--- config.mk ---
export PLATFORM = sky130hd
export DESIGN_NAME = booth_pp_gen
export DESIGN_NICKNAME = d
export VERILOG_FILES = /design/src/rtl/booth_pp_pkg.sv /design/src/rtl/booth_pp_enc.sv /design/src/rtl/booth_pp_row.sv /design/src/rtl/booth_pp_gen.sv
export SDC_FILE = /design/constraint.sdc
export NUM_CORES = 1
export LEC_CHECK = 0
export BUFFER_PORTS_ARGS = -buffer_cell sky130_fd_sc_hd__buf_4
export CORE_AREA = 2 2 75 77
export DETAILED_ROUTE_END_ITERATION = 8
export DIE_AREA = 0 0 77 79
export PLACE_DENSITY = 0.75
export REMOVE_ABC_BUFFERS = 1
export SYNTH_ARGS = -nofsm -noshare
export SYNTH_HDL_FRONTEND = slang
export SYNTH_SLANG_ARGS = --single-unit
--- constraint.sdc ---
create_clock -name vclk -period 2.8
set_clock_uncertainty 0.2 [all_clocks]
set_input_delay 0.28 -clock vclk [all_inputs]
set_output_delay 0.28 -clock vclk [all_outputs]
set_load 0.005 [all_outputs]
--- src/rtl/booth_pp_pkg.sv ---
package booth_pp_pkg;

  // Multiple selected by one recoding window
  typedef enum logic [2:0] {
    MUL_ZERO = 3'd0,
    MUL_POS1 = 3'd1,
    MUL_POS2 = 3'd2,
    MUL_NEG1 = 3'd3,
    MUL_NEG2 = 3'd4
  } mult_e;

  // Window bits {upper, middle, lower neighbour}
  function automatic mult_e decode_window(input logic [2:0] win);
    mult_e m;
    unique case (win)
      3'b001, 3'b010: m = MUL_POS1;
      3'b011:         m = MUL_POS2;
      3'b100:         m = MUL_NEG2;
      3'b101, 3'b110: m = MUL_NEG1;
      default:        m = MUL_ZERO;
    endcase
    return m;
  endfunction

endpackage

--- src/rtl/booth_pp_enc.sv ---
module booth_pp_enc
  import booth_pp_pkg::*;
(
  input  logic [2:0] win_i,
  output mult_e      mul_o,
  output logic       neg_o
);

  always_comb begin
    mul_o = decode_window(win_i);
    neg_o = (mul_o == MUL_NEG1) || (mul_o == MUL_NEG2);
  end

endmodule

--- src/rtl/booth_pp_row.sv ---
module booth_pp_row
  import booth_pp_pkg::*;
#(
  parameter int YW    = 12,
  parameter bit FIRST = 1'b0
) (
  input  mult_e         mul_i,
  input  logic [YW-1:0] y_i,
  output logic [YW:0]   bits_o
);

  localparam int EW = YW + 2;

  logic [EW-1:0] y_ext;
  logic [YW:0]   sel;

  assign y_ext = {y_i[YW-1], y_i, 1'b0};

  always_comb begin
    for (int j = 0; j <= YW; j++) begin
      unique case (mul_i)
        MUL_POS1: sel[j] =  y_ext[j+1];
        MUL_POS2: sel[j] =  y_ext[j];
        MUL_NEG1: sel[j] = ~y_ext[j+1];
        MUL_NEG2: sel[j] = ~y_ext[j];
        default:  sel[j] = 1'b0;
      endcase
    end
  end

  generate
    if (FIRST) begin : g_first
      assign bits_o = sel;
    end else begin : g_later
      assign bits_o = {~sel[YW], sel[YW-1:0]};
    end
  endgenerate

endmodule

--- src/rtl/booth_pp_gen.sv ---
module booth_pp_gen
  import booth_pp_pkg::*;
#(
  parameter int XW = 8,
  parameter int YW = 12
) (
  input  logic [XW-1:0]                      x_i,
  input  logic [YW-1:0]                      y_i,
  output logic [((XW+1)/2)*(XW+YW)-1:0]      rows_o,
  output logic [XW+YW-1:0]                   neg_o
);

  localparam int W  = XW + YW;
  localparam int NR = (XW + 1) / 2;
  localparam int XE = 2 * NR + 1;

  logic [XE-1:0] x_ext;
  mult_e         mul   [NR];
  logic          negb  [NR];
  logic [YW:0]   rbits [NR];

  generate
    if (XW % 2 == 1) begin : g_odd
      assign x_ext = {x_i[XW-1], x_i, 1'b0};
    end else begin : g_even
      assign x_ext = {x_i, 1'b0};
    end

    for (genvar k = 0; k < NR; k++) begin : g_row
      booth_pp_enc u_enc (
        .win_i (x_ext[2*k+2:2*k]),
        .mul_o (mul[k]),
        .neg_o (negb[k])
      );
      booth_pp_row #(.YW(YW), .FIRST(k == 0)) u_row (
        .mul_i  (mul[k]),
        .y_i    (y_i),
        .bits_o (rbits[k])
      );
    end
  endgenerate

  always_comb begin
    neg_o = '0;
    for (int k = 0; k < NR; k++) neg_o[2*k] = negb[k];
  end

  always_comb begin
    logic [W-1:0] row;
    rows_o = '0;
    for (int k = 0; k < NR; k++) begin
      row = '0;
      for (int j = 0; j <= YW; j++)
        if (2*k + j < W) row[2*k+j] = rbits[k][j];
      if (k == 0) begin
        row[YW+1] =  rbits[0][YW];
        row[YW+2] = ~rbits[0][YW];
      end else if (2*k + YW + 1 < W) begin
        row[2*k+YW+1] = 1'b1;
      end
      rows_o[k*W +: W] = row;
    end
  end

endmodule

; Word level (Yosys, flattened, before mapping)
; Cells that the tools add are included.
[word_totals]
regBits = 0
input_bits = 20
out_inout_bits = 100
[op_classes]
eq_ne = 37
muxes = 56
bitwise = 16
n_reduce_logical = 18
[op_table]
columns = cell, n
row1 = one-hot mux 1 bit (4 select lines), 44
row2 = "== test 3 x 2 -> 1 bit, second input constant", 14
row3 = "== test 3 bit, second input constant", 13
row4 = one-hot mux 3 bit (4 select lines), 3
row5 = OR reduction 2 bit, 14
row6 = "== test 3 x 1 -> 1 bit, second input constant", 7
row7 = inverter 1 bit, 16
row8 = one-hot mux 1 bit (3 select lines), 4
row9 = one-hot mux 3 bit (3 select lines), 1
row10 = one-hot mux 1 bit (2 select lines), 4
row11 = "== test 2 bit, second input constant", 2
row12 = logical OR 1 bit, 4
row13 = "== test 2 x 1 -> 1 bit, second input constant", 1

; Longest topological paths before layout
[logic_depth]
word_depth = 7
depth_mapped = 5
mapped_depth_nobuf = 2

; Modules after synthesis
; Synthesis repeated with hierarchy kept, for this count alone.
[unflattened]
cells_unflattened = 258
hier_area_um2 = 1989.4
[modules_own_cells]
columns = mod, instances, cells_each, area_each_um2, seq_area_each_um2
row1 = booth_pp_row at g_row[1].u_row ..., 3, 48, 371.6, 0.0
row2 = booth_pp_row at g_row[0].u_row, 1, 48, 375.4, 0.0
row3 = booth_pp_gen, 1, 46, 334.1, 0.0
row4 = booth_pp_enc, 4, 5, 41.3, 0.0

; Least setup slack after synthesis
; OpenSTA, ideal clock, no wires.
[synth_timing]
kind = input to output
from = input x_i[6]
to = output rows_o[69]
arrival_ns = 1.101
required_time_ns = 2.320
path_slack_ns = 1.219
stages = 4
cell_sequence = buf_6 > buf_6 > or4b_4 > o211ai_2
[synth_between]
elab_chain_len = 5
[synth_lines]
columns = element, line
row1 = from (decl), booth_pp_gen.sv:7  ; input logic [XW-1:0] x_i,
row2 = "== test 3 bit, or another cell as far along", booth_pp_pkg.sv:15  ; unique case (win)
row3 = OR reduction 2 bit, booth_pp_pkg.sv:15
row4 = one-hot mux 3 bit (4 select lines) (*), booth_pp_pkg.sv:15
row5 = "== test 3 bit, or another cell as far along", booth_pp_row.sv:21  ; unique case (mul_i)
row6 = one-hot mux 1 bit (4 select lines) (*), booth_pp_row.sv:21
row7 = to (decl), booth_pp_gen.sv:9  ; output logic [((XW+1)/2)*(XW+YW)-1:0] rows_o,
; Every way passes the cells marked *; elsewhere a longest branch is shown, timed or not.

; Final worst setup path
[layout_timing]
from = input x_i[5]
to = output rows_o[77]
; Same word-level chain as after synthesis.

==> results.md <==
* Starting Density at 42.6%
* DP Cell Count at 375
* Placement Rows at 27
* Critical Path End Type: primary output
* Antenna cells at 0
* Largest net degree at the start of global routing at 61
* DR pass1 iterations at 4
* Setup bufs post-CTS at 0
* Fmax at 425 MHz
* FF+latch count at 0
* Ports at 120
* Worst vdd ir at 0.0755 mV
* Yosys cell types at 28
* Psw at 228 uW
* Final Max Tran Viols at 0
* Area growth, synth to finish at 10.3%
* Core ar. at 0.00534 sq mm
* Hold_buf cts at 0
* Hpwl dp at 3540 um
* Vias in the first global route at 1,629
* Post-Synth Adder-Cell Area at 0%
* Gr ovfl total at 0
* Pwr Density at 189 mW/mm^2
* Die Span Y at 79 um
* Final setup viols at 0
* Synth top area share at 17.2%
* Post-synth top cells: buf_4, xnor2_1, nand4b_1
* Share of cells above drive strength 1 at 35.3%
* Avg Cell Area, Syn at 8.24 sq um
* Max FO, Critical Path at 59
* Run status: completed
* Via density at 5.50
* # DRC at 0
* Synthesized area at 0.00227 sq mm
* Pre-CTS setup slack at 414 ps
* First-pass GRT wire length at 8090 um
* Gate Count Post-Synth at 276
* Post-cts resize count at 0
* Total GRT Usage at 15.1%
* Clock Buffer Count at 0
* Simple-Gate Fraction of Synth Area at 28.0%
* Placer's final routability congestion estimate at 0.718
* Final worst path period share at 84.1%
* Clock power frac at 0%
* Reg power frac at 0%
* Switch share at 48.1%
* Detailed Route Iter0 Violations at 59
* Comb power frac at 100.0%
* Synth top area cells: buf_4, xnor2_1, nand4b_1
* Compound-Gate Fraction of Synth Area at 22.2%
* Die area at 0.00608 sq mm
* Post-synthesis mux area share at 8.09%
* Area of placed instances at 0.00251 sq mm
* Worst setup margin at 446 ps
* Critical path class: primary input to primary output
* Remaining antenna violation count at 0
* Routed len/inst at 13.5 um
* Hold Violations, Final at 0
* Antenna violations before repair at 0
* Total Wirelength at 5080 um
* Sequential cell area at 0 sq um
* Port bufs at 78
* Fin crit period at 2350 ps
* Synth area leader: buf_4
* Non-filler cells, final at 375
* RSZ-0062 raised after global routing: false
* Die X at 77 um
* CP Launch Type: primary input
* Crit path DAT at 1870 ps
* Max-slew headroom at 28.2%
* Post-layout power at 475 uW
* Hold WC Path Type: primary input to primary output
* Most common cell in the synthesized netlist: buf_4
* Req. time, crit path at 2320 ps
* Internal Power at 246 uW
* Sequential share of the synthesized area at 0%
* Largest family of logic cells by synthesized area: simple AND/OR/NAND/NOR gates
* Pleak at 0.00104 uW
* Vias at 2,062
* Sum Neg Setup Slack at 0 ps
* MaxCap Viol Count at 0
* Ys Warns at 0
* Fin nets at 325
* Fin area at 0.00251 sq mm
* Synth Area in XOR/XNOR at 14.3%
* Worst-margin pin slew at 1070 ps
-- metrics by stage --
step	hold WS [ps]	util (%)
floorplan	360	-
global placement	763	47.0
detailed placement	763	47.0
CTS	763	47.0
global route	784	47.0
finish	766	47.0
-- power by group through the flow --
stage	Combinational (uW)	Clock, uW	Sequential [uW]
final	475	0	0
after global routing	522	0	0
after CTS	479	0	0
after detailed placement	477	0	0
after global placement	469	0	0
after floorplan	211	0	0
-- cells in the final DEF (no fill, tap or decap) --
| cell type | count |
|---|---|
| o211ai_1 | 17 |
| a21o_1 | 1 |
| or4b_1 | 17 |
| conb_1 | 42 |
| o21a_1 | 2 |
| and3_1 | 1 |
| a221oi_1 | 1 |
| or4b_4 | 11 |
| mux2i_1 | 15 |
| nand2_1 | 1 |
| a22o_1 | 11 |
| o221ai_1 | 5 |
| inv_1 | 1 |
| buf_4 | 81 |
| o211ai_2 | 11 |
| mux2_2 | 3 |
| nor2b_1 | 1 |
| a21boi_1 | 1 |
| nand4b_1 | 33 |
| or3b_1 | 1 |
| a21boi_0 | 2 |
| o21ai_0 | 3 |
| o21ba_2 | 1 |
| a21oi_1 | 4 |
| xnor2_1 | 37 |
-- final timing paths --
| check | cells after the start | to | startpoint | slack, ps |
|---|---|---|---|---|
| max | 4 | rows_o[77] | x_i[5] | 450 |
| min | 3 | rows_o[78] | y_i[11] | 770 |
-- worst max-delay path: stages --
cell and delay [ps]:
buf_4 280, xnor2_1 870, o211ai_1 240, buf_4 190
-- metal layers --
layer | vias up | global-route usage, % | part of all wire (%)
met2 | 71 | 27.5 | 50
li1 | 1001 | - | -
met4 | 0 | 0 | 0
met3 | 0 | 1.25 | 6.0
met1 | 990 | 20.8 | 44
met5 | - | 0 | 0
-- cell families (layout without fill, tap and decap cells) --
family | count (synthesis) | in the layout
compound gates | 59 | 59
simple gates | 65 | 65
mux | 18 | 18
xor+xnor | 37 | 37
other cells | 2 | 42
buf+inv | 95 | 82
-- area by class of cell --
class                           instances  area [sq um]
Fill cell                             561          2830
Inverter                                1          3.75
Multi-Input combinational cell        221          1810
Tap cell                               72          90.1
Timing Repair Buffer                   81           608
(Power assumes the default switching activity.)
